**config.mk**
```make
export PLATFORM = sky130hd
export DESIGN_NAME = xlat_cache
export DESIGN_NICKNAME = d
export VERILOG_FILES = /design/src/rtl/xlat_pkg.sv /design/src/rtl/xlat_store.sv /design/src/rtl/xlat_walk_ctrl.sv /design/src/rtl/xlat_cache.sv
export SDC_FILE = /design/constraint.sdc
export NUM_CORES = 1
export LEC_CHECK = 0
export BUFFER_PORTS_ARGS = -buffer_cell sky130_fd_sc_hd__buf_2
export CAP_MARGIN = 15
export CORE_ASPECT_RATIO = 0.9
export CORE_MARGIN = 2
export CORE_UTILIZATION = 55
export DETAILED_ROUTE_END_ITERATION = 7
export GPL_TIMING_DRIVEN = 0
export PLACE_DENSITY = 0.82
export SYNTH_ARGS = -nofsm -noshare
export SYNTH_HDL_FRONTEND = slang
export SYNTH_HIERARCHICAL = 1
export SYNTH_SLANG_ARGS = --single-unit
```
**constraint.sdc**
```tcl
create_clock -name clk -period 3.36 [get_ports clk]
set_clock_uncertainty 0.2 [all_clocks]
set_input_delay 0.504 -clock clk [delete_from_list [all_inputs] [get_ports clk]]
set_output_delay 0.504 -clock clk [all_outputs]
set_load 0.02 [all_outputs]
```
**src/rtl/xlat_pkg.sv**
```systemverilog
package xlat_pkg;
    localparam int VA_W     = 8;
    localparam int OFF_W    = 4;
    localparam int VPN_W    = VA_W - OFF_W;
    localparam int PFN_W    = 4;
    localparam int PA_W     = PFN_W + OFF_W;
    localparam int PTE_W    = 8;
    localparam int PTE_VBIT = 7;
    localparam int PTE_RBIT = 6;
    localparam int PTE_WBIT = 5;
    localparam int PROT_W   = 2;   // {readable, writable}

    typedef enum logic [1:0] {
        FLT_NONE = 2'd0,
        FLT_PROT = 2'd1,
        FLT_SEG  = 2'd2
    } fault_e;

    typedef enum logic [1:0] {
        ST_IDLE,
        ST_PT_REQ,
        ST_PT_WAIT,
        ST_REPLY
    } walk_st_e;

    function automatic logic access_ok(input logic [PROT_W-1:0] prot, input logic is_write);
        return is_write ? prot[0] : prot[1];
    endfunction
endpackage

```
**src/rtl/xlat_store.sv**
```systemverilog
module xlat_store
    import xlat_pkg::*;
#(
    parameter int N_ENT = 4
) (
    input  logic              clk,
    input  logic              rst_n,
    input  logic [VPN_W-1:0]  lk_vpn,
    output logic              lk_hit,
    output logic [PFN_W-1:0]  lk_pfn,
    output logic [PROT_W-1:0] lk_prot,
    input  logic              fill_en,
    input  logic [VPN_W-1:0]  fill_vpn,
    input  logic [PFN_W-1:0]  fill_pfn,
    input  logic [PROT_W-1:0] fill_prot
);
    localparam int IDX_W = (N_ENT > 1) ? $clog2(N_ENT) : 1;

    logic [N_ENT-1:0]             valid_vec;
    logic [N_ENT-1:0]             hit_vec;
    logic [N_ENT-1:0][PFN_W-1:0]  pfn_vec;
    logic [N_ENT-1:0][PROT_W-1:0] prot_vec;
    logic [IDX_W-1:0]             rr_q;
    logic [IDX_W-1:0]             victim;

    // lowest free slot wins, otherwise the round-robin slot
    always_comb begin
        victim = rr_q;
        for (int i = N_ENT - 1; i >= 0; i--) begin
            if (!valid_vec[i]) victim = IDX_W'(i);
        end
    end

    always_ff @(posedge clk or negedge rst_n) begin
        if (!rst_n) begin
            rr_q <= '0;
        end else if (fill_en) begin
            rr_q <= (rr_q == IDX_W'(N_ENT - 1)) ? '0 : rr_q + 1'b1;
        end
    end

    for (genvar g = 0; g < N_ENT; g++) begin : g_ent
        logic              v_q;
        logic [VPN_W-1:0]  tag_q;
        logic [PFN_W-1:0]  pfn_q;
        logic [PROT_W-1:0] prot_q;

        always_ff @(posedge clk or negedge rst_n) begin
            if (!rst_n) begin
                v_q    <= 1'b0;
                tag_q  <= '0;
                pfn_q  <= '0;
                prot_q <= '0;
            end else if (fill_en && (victim == IDX_W'(g))) begin
                v_q    <= 1'b1;
                tag_q  <= fill_vpn;
                pfn_q  <= fill_pfn;
                prot_q <= fill_prot;
            end
        end

        assign valid_vec[g] = v_q;
        assign hit_vec[g]   = v_q && (tag_q == lk_vpn);
        assign pfn_vec[g]   = pfn_q;
        assign prot_vec[g]  = prot_q;
    end

    always_comb begin
        lk_pfn  = '0;
        lk_prot = '0;
        for (int i = 0; i < N_ENT; i++) begin
            if (hit_vec[i]) begin
                lk_pfn  |= pfn_vec[i];
                lk_prot |= prot_vec[i];
            end
        end
    end

    assign lk_hit = |hit_vec;

    AST_MATCH_ONEHOT: assert property (@(posedge clk) disable iff (!rst_n)
        $onehot0(hit_vec));
endmodule

```
**src/rtl/xlat_walk_ctrl.sv**
```systemverilog
module xlat_walk_ctrl
    import xlat_pkg::*;
(
    input  logic              clk,
    input  logic              rst_n,
    input  logic              req_valid,
    input  logic [VA_W-1:0]   req_vaddr,
    input  logic              req_write,
    input  logic [VA_W-1:0]   ptbr,
    output logic [VPN_W-1:0]  lk_vpn,
    input  logic              lk_hit,
    input  logic [PFN_W-1:0]  lk_pfn,
    input  logic [PROT_W-1:0] lk_prot,
    output logic              fill_en,
    output logic [VPN_W-1:0]  fill_vpn,
    output logic [PFN_W-1:0]  fill_pfn,
    output logic [PROT_W-1:0] fill_prot,
    output logic              mem_rd_req,
    output logic [VA_W-1:0]   mem_rd_addr,
    input  logic              mem_rd_valid,
    input  logic [PTE_W-1:0]  mem_rd_data,
    output logic              busy,
    output logic              resp_done,
    output logic              resp_retry,
    output logic [PA_W-1:0]   resp_paddr,
    output logic [1:0]        resp_fault
);
    walk_st_e          st_q, st_d;
    logic [VPN_W-1:0]  vpn_in;
    logic [OFF_W-1:0]  off_in;
    logic              accept;
    logic              pte_back;
    logic              pte_valid;
    logic [PROT_W-1:0] pte_prot;
    logic [PFN_W-1:0]  pte_pfn;
    logic              pte_unused_bit;
    logic              pte_ok;
    logic              in_reply;

    logic [VPN_W-1:0]  vpn_q;
    logic              wr_q;
    logic [VA_W-1:0]   pt_addr_q;
    logic              rep_done_q;
    logic              rep_retry_q;
    logic [PA_W-1:0]   paddr_q;
    fault_e            fault_q;

    assign vpn_in         = req_vaddr[VA_W-1:OFF_W];
    assign off_in         = req_vaddr[OFF_W-1:0];
    assign accept         = (st_q == ST_IDLE) && req_valid;
    assign pte_valid      = mem_rd_data[PTE_VBIT];
    assign pte_prot       = {mem_rd_data[PTE_RBIT], mem_rd_data[PTE_WBIT]};
    assign pte_pfn        = mem_rd_data[PFN_W-1:0];
    assign pte_unused_bit = mem_rd_data[4];
    assign pte_back       = (st_q == ST_PT_WAIT) && mem_rd_valid;
    assign pte_ok         = pte_valid && access_ok(pte_prot, wr_q);

    // next state
    always_comb begin
        st_d = st_q;
        unique case (st_q)
            ST_IDLE:    if (accept) st_d = lk_hit ? ST_REPLY : ST_PT_REQ;
            ST_PT_REQ:  st_d = ST_PT_WAIT;
            ST_PT_WAIT: if (mem_rd_valid) st_d = ST_REPLY;
            ST_REPLY:   st_d = ST_IDLE;
            default:    st_d = ST_IDLE;
        endcase
    end

    // state register
    always_ff @(posedge clk or negedge rst_n) begin
        if (!rst_n) st_q <= ST_IDLE;
        else        st_q <= st_d;
    end

    // captured request and reply payload
    always_ff @(posedge clk or negedge rst_n) begin
        if (!rst_n) begin
            vpn_q       <= '0;
            wr_q        <= 1'b0;
            pt_addr_q   <= '0;
            rep_done_q  <= 1'b0;
            rep_retry_q <= 1'b0;
            paddr_q     <= '0;
            fault_q     <= FLT_NONE;
        end else if (accept) begin
            vpn_q       <= vpn_in;
            wr_q        <= req_write;
            pt_addr_q   <= ptbr + {{(VA_W-VPN_W){1'b0}}, vpn_in};
            rep_done_q  <= lk_hit;
            rep_retry_q <= 1'b0;
            if (lk_hit && access_ok(lk_prot, req_write)) begin
                paddr_q <= {lk_pfn, off_in};
                fault_q <= FLT_NONE;
            end else begin
                paddr_q <= '0;
                fault_q <= lk_hit ? FLT_PROT : FLT_NONE;
            end
        end else if (pte_back) begin
            paddr_q <= '0;
            if (!pte_valid) begin
                rep_done_q  <= 1'b1;
                rep_retry_q <= 1'b0;
                fault_q     <= FLT_SEG;
            end else if (!pte_ok) begin
                rep_done_q  <= 1'b1;
                rep_retry_q <= 1'b0;
                fault_q     <= FLT_PROT;
            end else begin
                rep_done_q  <= 1'b0;
                rep_retry_q <= 1'b1;
                fault_q     <= FLT_NONE;
            end
        end
    end

    // outputs
    always_comb begin
        in_reply    = (st_q == ST_REPLY);
        busy        = (st_q != ST_IDLE);
        mem_rd_req  = (st_q == ST_PT_REQ);
        mem_rd_addr = pt_addr_q;
        resp_done   = in_reply && rep_done_q;
        resp_retry  = in_reply && rep_retry_q;
        resp_paddr  = in_reply ? paddr_q : '0;
        resp_fault  = in_reply ? fault_q : FLT_NONE;
        lk_vpn      = vpn_in;
        fill_en     = pte_back && pte_ok;
        fill_vpn    = vpn_q;
        fill_pfn    = pte_pfn;
        fill_prot   = pte_prot;
    end

    AST_MEMREQ_PULSE: assert property (@(posedge clk) disable iff (!rst_n)
        mem_rd_req |=> !mem_rd_req);
    AST_IDLE_NO_MEMREQ: assert property (@(posedge clk) disable iff (!rst_n)
        !busy |-> !mem_rd_req);
    AST_HIT_NO_WALK: assert property (@(posedge clk) disable iff (!rst_n)
        (!busy && req_valid && lk_hit) |=> (resp_done && !mem_rd_req));
    AST_FAULT_NEEDS_DONE: assert property (@(posedge clk) disable iff (!rst_n)
        (resp_fault != 2'd0) |-> resp_done);
    AST_REPLY_THEN_IDLE: assert property (@(posedge clk) disable iff (!rst_n)
        (resp_done || resp_retry) |=> !busy);
    AST_DONE_RETRY_EXCL: assert property (@(posedge clk) disable iff (!rst_n)
        !(resp_done && resp_retry));
    AST_FILL_THEN_RETRY: assert property (@(posedge clk) disable iff (!rst_n)
        fill_en |=> resp_retry);
endmodule

```
**src/rtl/xlat_cache.sv**
```systemverilog
module xlat_cache
    import xlat_pkg::*;
#(
    parameter int N_ENT = 4
) (
    input  logic             clk,
    input  logic             rst_n,
    input  logic [VA_W-1:0]  ptbr,
    input  logic             req_valid,
    input  logic [VA_W-1:0]  req_vaddr,
    input  logic             req_write,
    output logic             busy,
    output logic             resp_done,
    output logic             resp_retry,
    output logic [PA_W-1:0]  resp_paddr,
    output logic [1:0]       resp_fault,
    output logic             mem_rd_req,
    output logic [VA_W-1:0]  mem_rd_addr,
    input  logic             mem_rd_valid,
    input  logic [PTE_W-1:0] mem_rd_data
);
    logic [VPN_W-1:0]  lk_vpn;
    logic              lk_hit;
    logic [PFN_W-1:0]  lk_pfn;
    logic [PROT_W-1:0] lk_prot;
    logic              fill_en;
    logic [VPN_W-1:0]  fill_vpn;
    logic [PFN_W-1:0]  fill_pfn;
    logic [PROT_W-1:0] fill_prot;

    xlat_store #(.N_ENT(N_ENT)) u_store (
        .clk       (clk),
        .rst_n     (rst_n),
        .lk_vpn    (lk_vpn),
        .lk_hit    (lk_hit),
        .lk_pfn    (lk_pfn),
        .lk_prot   (lk_prot),
        .fill_en   (fill_en),
        .fill_vpn  (fill_vpn),
        .fill_pfn  (fill_pfn),
        .fill_prot (fill_prot)
    );

    xlat_walk_ctrl u_ctrl (
        .clk          (clk),
        .rst_n        (rst_n),
        .req_valid    (req_valid),
        .req_vaddr    (req_vaddr),
        .req_write    (req_write),
        .ptbr         (ptbr),
        .lk_vpn       (lk_vpn),
        .lk_hit       (lk_hit),
        .lk_pfn       (lk_pfn),
        .lk_prot      (lk_prot),
        .fill_en      (fill_en),
        .fill_vpn     (fill_vpn),
        .fill_pfn     (fill_pfn),
        .fill_prot    (fill_prot),
        .mem_rd_req   (mem_rd_req),
        .mem_rd_addr  (mem_rd_addr),
        .mem_rd_valid (mem_rd_valid),
        .mem_rd_data  (mem_rd_data),
        .busy         (busy),
        .resp_done    (resp_done),
        .resp_retry   (resp_retry),
        .resp_paddr   (resp_paddr),
        .resp_fault   (resp_fault)
    );
endmodule

```
==> out/results.ini, run 1 <==
[placement]
gp_congestion = 0.790
placed_area_um2 = 4000
dpl.hpwl_mm = 4.99
portBuffers = 45

[sta]
hold_viol_final = 0
finalHoldWorstSlack_ns = 0.0662
fin_crit_sh = 0.907
setup_viol = 0
period_minus_slack_ns = 3.05
worstMarginPinSlew_ns = 0.958
slew_viol_final = 0
fin_setup_tns_ns = 0
rsz0062_at_grt = false
slew_headroom = 0.360
fmax_mhz = 328

[route]
detail_route.wl_per_cell_um = 15.1
drt-pass1-iter-count = 5
wirelength_mm = 6.99
vias_per_cell = 5.40
drtAntennaViolNets = 0
dr_total_vias = 2494
drcViolationCount = 0
first_iter_violations = 162

[die]
die_x_um = 90.0
die_y_um = 81.4
initial_utilization = 0.562
num_rows = 28
core_area_um2 = 6520
dieArea_um2 = 7320
io_pins = 51

[power_and_ir_drop]
ir_drop_mv = 0.355
leakagePower_nw = 2.14
power_density_nw_per_um2 = 690

[setup_path]
cp.required_ns = 3.39
crit_path_end_kind = flip-flop
crit_type = flip-flop to flip-flop
start_kind = flip-flop
cp.arrival_ns = 3.07
crit_chain = inv_1 -> ha_1 -> nand2_1 -> nor3b_1 -> nand2_1 -> nor2_4 -> mux2_2
slowest_stage = nor3b_1
max_stage_delay_ns = 0.80
crit_fanout = 10
critPathMostFrequentCell = nand2_1

[logic_synthesis]
synth_nets = 351
postSynthAreaPerCell_um2 = 11.8
ys_warn_count = 6
synthesis.area_um2 = 3660
syn_inst = 311
yosysMostFrequentCell = dfrtp_1
synth-edff-count = 0
synth-main-ff-cell = dfrtp_1
ys_ff_latch = 73
synth_common_cells = 73 x dfrtp_1, 44 x nand2_1, 40 x mux2_2
netlist_top_cells_area = dfrtp_1 50%, mux2_2 12%, nand2_1 4.5%
ys_seq_area_frac = 0.499
async_reset_ff_frac = 1.00
ys_types = 50
synthDominantCellAreaShare = 0.499
yosysTopAreaCell = dfrtp_1

[finish]
nFillCells = 542
drive_gt1_frac = 0.355
final_area_um2 = 4200
area_growth_pct = 14.6
nets = 407
diodes = 0

[global_route]
grt_use_met2 = 0.332
grt_pass1_vias = 2376
antenna_found_initial = 0
grt_usage = 0.205
grt_busiest_layer = met2
grt.overflow.total = 0
grtUsageMet1 = 0.270
use_met3 = 0.0603
grt_max_degree = 74
grt_pass1_wl_mm = 11.5

[worst_hold_path]
hold_class = input port to asynchronous set/reset pin

[run_status]
outcome = finished clean

[clocking]
clk_path_buf_depth = 2
postCtsSetupBuffers = 0
cts-htree-levels = 3
cts_made_buffers = 9
root_buffer = clkbuf_8
numClockSinks = 73
clk_pin_slew_ns = 0.08
insertion_delay_ns = 0.35
hold_buffers = 0
cts_tree = built
cts_resized = 0

[run]
max-cap-violations = 0

==> cell usage in the layout (no fill, tap or decap), types with 9 or more instances in the layout <==
cell type,netlist,layout
xor2_1,9,9
and2_1,12,12
buf_2,3,47
nand2_1,44,44
ha_1,10,10
buf_4,11,12
inv_1,12,12
mux2_2,40,40
clkbuf_8,0,9
dfrtp_1,73,73
==> state kept, by name, summed over array words and instances, names as in the netlist <==
signal / count
u_ctrl/rep_done_q: 1
u_store/g_ent.tag_q: 16
u_store/g_ent.v_q: 4
u_store/g_ent.prot_q: 8
u_ctrl/st_q: 2
u_store/g_ent.pfn_q: 16
u_ctrl/rep_retry_q: 1
u_store/rr_q: 2
u_ctrl/wr_q: 1
u_ctrl/mem_rd_addr: 8
u_ctrl/fill_vpn: 4
u_ctrl/paddr_q: 8
u_ctrl/fault_q: 2
==> metal layers <==
metal	vias up	wire length (um)
met5	-	0
met4	0	40
met3	6	380
met2	61	3360
met1	1207	3200
li1	1220	-
==> worst paths after layout <==
kind,to,slack (ns),cells past startpoint,from
setup / recovery,u_store/g_ent[0].tag_q[1],0.31,7,u_ctrl/st_q[0]
hold / removal,u_ctrl/mem_rd_addr[0],0.07,1,rst_n
setup reg to reg,u_store/g_ent[0].tag_q[1],0.31,7,u_ctrl/st_q[0]
hold reg to reg,u_ctrl/mem_rd_addr[0],0.27,2,u_ctrl/mem_rd_addr[0]
max in group asynchronous,u_store/g_ent[1].pfn_q[2],2.29,1,rst_n
min in group clk,u_ctrl/paddr_q[2],0.17,2,req_vaddr[2]
==> area by class of cell <==
class                           count  area, um2  area share
Buffer                             17        109      0.0259
Clock buffer                        9        124      0.0295
Clock inverter                      7       71.3      0.0170
Inverter                           14       52.6      0.0125
Multi-Input combinational cell    207       1670       0.398
Sequential cell                    73       1830       0.435
Tap cell                           90        113      0.0268
Timing Repair Buffer               45        228      0.0543
==> logic make-up (layout without fill, tap and decap cells) <==
family / count (synthesis) / in the layout / synth area share
AOI/OAI and AO/OA: 48 / 48 / 0.110
xor gates and xnor gates: 12 / 12 / 0.0308
adders and majority gates: 11 / 11 / 0.0397
buffers and inverters: 31 / 92 / 0.0441
DFF: 73 / 73 / 0.499
muxes: 47 / 47 / 0.143
and+or+nand+nor: 89 / 89 / 0.134
==> through the flow <==
step | utilization | total power, mW | setup slack, ns | cells
global route | 0.644 | 3.09 | 0.0358 | 462
finish | 0.644 | 2.89 | 0.313 | 462
global placement | 0.613 | 2.19 | 0.276 | 446
detailed placement | 0.614 | 2.24 | 0.264 | 446
CTS | 0.644 | 2.93 | 0.327 | 462
floorplan | - | 1.98 | 0.822 | 311
==> power by group <==
group,internal [mW],switching [mW],total (mW)
logic,0.398,0.488,0.886
clock network,0.342,0.328,0.670
registers,1.15,0.190,1.34
==> critical path: cells and delay by family, from the launching register on <==
| family | cells | cell delay [ns] |
|---|---|---|
| buf+inv | 1 | 0.12 |
| simple gates | 4 | 1.54 |
| flops | 1 | 0.42 |
| fa+ha+maj | 1 | 0.25 |
| mux | 1 | 0.38 |
(Power assumes the default switching activity.)
==> run 2: changes to the inputs <==
--- a/config.mk
+++ b/config.mk
@@ -9,10 +9,10 @@
 export CAP_MARGIN = 15
 export CORE_ASPECT_RATIO = 0.9
 export CORE_MARGIN = 2
-export CORE_UTILIZATION = 55
+export CORE_UTILIZATION = 57
 export DETAILED_ROUTE_END_ITERATION = 7
 export GPL_TIMING_DRIVEN = 0
-export PLACE_DENSITY = 0.82
+export PLACE_DENSITY = 0.84
 export SYNTH_ARGS = -nofsm -noshare
 export SYNTH_HDL_FRONTEND = slang
 export SYNTH_HIERARCHICAL = 1
==> run 2 against run 1 <==
Global-route usage is 2.5 points higher; clock-buffer cell count rose by 2; final cell count shrank 0.65%; die area down 3.3%; sequential share of layout area shrank 0.84 points; first-iteration DRC count grew 7.4%; cell area rose by 2.0%; critical endpoint is now u_store/g_ent[0].prot_q[1].
==> out/results.ini, run 2 (synthesis results as in run 1) <==
[run_status]
outcome = finished clean

[global_route]
grt_max_degree = 74
grt_pass1_wl_mm = 12.3
grt.overflow.total = 0
grt_busiest_layer = met2
antenna_found_initial = 0
grtUsageMet1 = 0.292
grt_usage = 0.230
use_met3 = 0.0693
grt_pass1_vias = 2577
grt_use_met2 = 0.381

[setup_path]
critPathBufInv = 1
crit_chain = inv_1 -> ha_1 -> nand2_1 -> nor3b_2 -> nand2_1 -> nor2_4 -> mux2_2
critical_path.top_delay_family = simple AND/OR/NAND/NOR gates
cp.arrival_ns = 2.79
max_stage_delay_ns = 0.55
slowest_stage = nor3b_2
crit_fanout = 10
rr_endpoint = u_store/g_ent[0].prot_q[1]
crit_path_end_kind = flip-flop
start_kind = flip-flop
cp.required_ns = 3.39
reg2reg_slack_ns = 0.60
crit_type = flip-flop to flip-flop
reg2regPathDepth = 7
timing.rr.start = u_ctrl/st_q[0]
critPathMostFrequentCell = nand2_1

[route]
wirelength_mm = 7.35
drcViolationCount = 0
first_iter_violations = 174
drtAntennaViolNets = 0
detail_route.wl_per_cell_um = 16.0
drt-pass1-iter-count = 4
dr_total_vias = 2558
vias_per_cell = 5.57

[placement]
gp_congestion = 0.800
portBuffers = 45
dpl.hpwl_mm = 5.23
place_ws_ns = 0.327

[sta]
fin_crit_sh = 0.821
worstMarginPinSlew_ns = 0.904
setup_viol = 0
hold_viol_final = 0
period_minus_slack_ns = 2.76
slew_viol_final = 0
fin_setup_tns_ns = 0
layout_setup_ws_ns = 0.601
fmax_mhz = 362
slew_headroom = 0.397
rsz0062_at_grt = false

[finish]
mostFrequentLayoutCell = dfrtp_1
nets = 407
reg_top3 = u_store/g_ent.pfn_q x16, u_store/g_ent.tag_q x16
drive_gt1_frac = 0.358
area_growth_pct = 16.9
nFillCells = 465
layout_common_cells = 73 x dfrtp_1, 47 x buf_2, 44 x nand2_1
diodes = 0

[power_and_ir_drop]
ir_drop_mv = 0.504
leakagePower_nw = 2.18
power_density_nw_per_um2 = 742

[die]
die_y_um = 80.0
core_area_um2 = 6150
dieArea_um2 = 7080
initial_utilization = 0.595
die_x_um = 88.5
io_pins = 51
num_rows = 27

[clocking]
cts_made_buffers = 9
root_buffer = clkbuf_8
insertion_delay_ns = 0.35
cts-htree-levels = 3
numClockSinks = 73
clk_path_buf_depth = 2
cts_tree = built
postCtsSetupBuffers = 0
clk_pin_slew_ns = 0.08

[worst_hold_path]
hold_class = input port to asynchronous set/reset pin

[run]
max-cap-violations = 0

[run 2: changes by cell type in the layout (fill, tap and decap cells not counted), sizes merged]
| cell | delta |
|---|---|
| clkinv | -5 |
| clkbuf | +2 |
| bufinv | +3 |
[run 2: worst max path at each step]
stage | from | cells past startpoint | to
2_1_floorplan | u_ctrl/st_q[0] | 7 | u_store/g_ent[2].pfn_q[0]
3_3_place_gp | req_vaddr[6] | 9 | u_ctrl/paddr_q[1]
3_5_place_dp | u_ctrl/st_q[0] | 7 | u_store/g_ent[0].prot_q[1]
4_1_cts | u_ctrl/st_q[0] | 7 | u_store/g_ent[0].prot_q[1]
5_1_grt | u_ctrl/st_q[0] | 7 | u_store/g_ent[2].pfn_q[0]
6_report | u_ctrl/st_q[0] | 7 | u_store/g_ent[0].prot_q[1]
[run 2: per-stage QoR]
| stage | area [um2] | util | hold slack [ns] | power (mW) | std cells |
|---|---|---|---|---|---|
| 5_1_grt | 4280 | 0.696 | 0.152 | 3.36 | 459 |
| 4_1_cts | 4270 | 0.695 | 0.102 | 3.19 | 459 |
| 3_5_place_dp | 4000 | 0.650 | 0.266 | 2.26 | 443 |
| 6_report | 4280 | 0.696 | 0.0470 | 3.18 | 459 |
| 3_3_place_gp | 3990 | 0.650 | 0.258 | 2.19 | 443 |
| 2_1_floorplan | 3660 | - | 0.00841 | 1.98 | 311 |
[run 2: cell type report]
class,count,area [um2],share of cell area
multi-input cells,207,1680,0.392
inverters,14,52.6,0.0123
clock buffers,11,151,0.0354
repair buffers,45,228,0.0532
clock inverters,5,125,0.0292
plain buffers,17,109,0.0254
well taps,87,109,0.0254
flip-flops and latches,73,1830,0.427
[run 2: repair_timing]
item | CTS | global route
hold buffers | 0 | 0
endpoints found under the setup margin | 0 | 14
gates resized for setup | 0 | 1
[run 2: metal layers]
layer	wire length, um	part of all wire
met5	0	0
met4	76	0.010
met3	387	0.053
met2	3650	0.50
met1	3230	0.44
[run 2: power breakdown]
part           internal [mW]  switching (mW)
sequential              1.15           0.196
combinational          0.400           0.505
clock                  0.608           0.317
==> run 3: changes to the inputs <==
==> constraint.sdc (replaced) <==
create_clock -name clk -period 2.7 [get_ports clk]
set_clock_uncertainty 0.2 [all_clocks]
set_input_delay 0.405 -clock clk [delete_from_list [all_inputs] [get_ports clk]]
set_output_delay 0.405 -clock clk [all_outputs]
set_load 0.02 [all_outputs]
==> run 3 against run 2 <==
The flow now finishes with violations (hold timing); non-clock buffer count is 2 higher; sequential share of layout area is 0.41 points lower; worst setup slack worse by 0.37 ns; register-to-register slack worse by 0.37 ns; flip-flop and latch count stayed put; total power is 25% higher; critical path depth stayed put; cell area is 0.97% higher; die area stayed put; sequential power is 25% higher; first-iteration DRC count is 5.7% lower; largest power group unchanged.
==> out/results.ini, run 3 (synthesis results as in run 1) <==
[run_status]
outcome = finished with violations
violations = hold timing

[sta]
fmax_mhz = 404
fin_setup_tns_ns = 0
setup_viol = 0
worstMarginPinSlew_ns = 0.896
layout_setup_ws_ns = 0.227
rsz0062_at_grt = false
slew_headroom = 0.403
finalHoldWorstSlack_ns = -0.0367
fin_crit_sh = 0.916
slew_viol_final = 0
hold_viol_final = 15
period_minus_slack_ns = 2.47

[route]
vias_per_cell = 5.61
dr_total_vias = 2587
wirelength_mm = 7.44
detail_route.wl_per_cell_um = 16.1
first_iter_violations = 164
drt-pass1-iter-count = 5
drtAntennaViolNets = 0
drcViolationCount = 0

[clocking]
clk_pin_slew_ns = 0.08
numClockSinks = 73
clk_path_buf_depth = 2
cts_made_buffers = 9
insertion_delay_ns = 0.35
cts-htree-levels = 3
root_buffer = clkbuf_8
hold_buffers = 0
cts_tree = built

[run]
max-cap-violations = 0

[setup_path]
critPathBufInv = 2
crit_chain = inv_1 -> ha_1 -> nand2_1 -> nor3b_4 -> nor3b_2 -> buf_4 -> mux2_2
start_kind = flip-flop
crit_fanout = 10
cp.arrival_ns = 2.50
slowest_stage = dfrtp_1
cp.required_ns = 2.73
max_stage_delay_ns = 0.42
critical_path.top_delay_family = simple AND/OR/NAND/NOR gates
crit_type = flip-flop to flip-flop
crit_path_end_kind = flip-flop

[global_route]
grt_pass1_vias = 2575
grt.overflow.total = 0
grt_pass1_wl_mm = 12.3
grt_max_degree = 74
grt_usage = 0.231
antenna_found_initial = 0

[power_and_ir_drop]
leakagePower_nw = 2.20
power_density_nw_per_um2 = 922
ir_drop_mv = 0.627

[placement]
dpl.hpwl_mm = 5.23
place_ws_ns = -0.333
gp_congestion = 0.800
portBuffers = 45

[die]
num_rows = 27
core_area_um2 = 6150
die_y_um = 80.0
initial_utilization = 0.595
io_pins = 51
dieArea_um2 = 7080
die_x_um = 88.5

[finish]
reg_top3 = u_store/g_ent.pfn_q x16, u_store/g_ent.tag_q x16
layout_common_cells = 73 x dfrtp_1, 47 x buf_2, 44 x nand2_1
drive_gt1_frac = 0.364
mostFrequentLayoutCell = dfrtp_1
area_growth_pct = 18.0
diodes = 0
nets = 409

[worst_hold_path]
hold_class = input port to asynchronous set/reset pin

-- run 3: worst paths after layout --
path                       depth (start not counted)                  start                        end  slack (ns)
setup / recovery                                   7         u_ctrl/st_q[0]  u_store/g_ent[2].pfn_q[2]        0.23
hold / removal                                     1                  rst_n             u_ctrl/st_q[0]       -0.04
setup reg to reg                                   7         u_ctrl/st_q[0]  u_store/g_ent[2].pfn_q[2]        0.23
hold reg to reg                                    2  u_ctrl/mem_rd_addr[0]      u_ctrl/mem_rd_addr[0]        0.28
max in group asynchronous                          1                  rst_n  u_store/g_ent[2].pfn_q[0]        1.73
min in group clk                                   2           req_vaddr[2]          u_ctrl/paddr_q[2]        0.08
-- run 3: stage by stage --
stage                     cells  area [um2]  hold slack (ns)  total power [mW]  utilization
after floorplan             311        3660          -0.0906              2.46            -
after global placement      443        3990            0.258              2.73        0.650
after detailed placement    443        4000            0.266              2.81        0.650
after CTS                   459        4280          0.00265              3.98        0.697
after global routing        461        4320           0.0533              4.21        0.702
final                       461        4320          -0.0367              3.98        0.702
-- run 3: layer usage --
layer,global-route usage,vias to the layer above,share of wire
met5,0,-,0
met4,0.0652,0,0.013
met2,0.382,75,0.50
li1,-,1209,-
met3,0.0693,15,0.047
met1,0.294,1288,0.44
-- run 3: cell type report --
| class | count | area (um2) |
|---|---|---|
| plain buffers | 17 | 109 |
| clock buffers | 11 | 151 |
| clock inverters | 5 | 125 |
| fillers | 465 | 1830 |
| inverters | 14 | 52.6 |
| multi-input cells | 207 | 1700 |
| flip-flops and latches | 73 | 1830 |
| well taps | 87 | 109 |
| repair buffers | 47 | 243 |
-- run 3: repair_timing --
item	CTS	global route
endpoints found under the setup margin	43	28
gates resized for setup	2	3
pin swaps	0	1
buffers inserted	0	2
-- run 3: where the power goes --
part | internal [mW] | total, mW | switching, mW
Sequential | 1.43 | 1.68 | 0.246
Combinational | 0.505 | 1.16 | 0.652
Clock | 0.756 | 1.15 | 0.393
Total | 2.69 | 3.98 | 1.29
-- run 3: worst reg2reg max path, cell delays in order (launching register included) --
cell	delay (ns)
dfrtp_1	0.42
inv_1	0.13
ha_1	0.25
nand2_1	0.19
nor3b_4	0.31
nor3b_2	0.26
buf_4	0.24
mux2_2	0.36
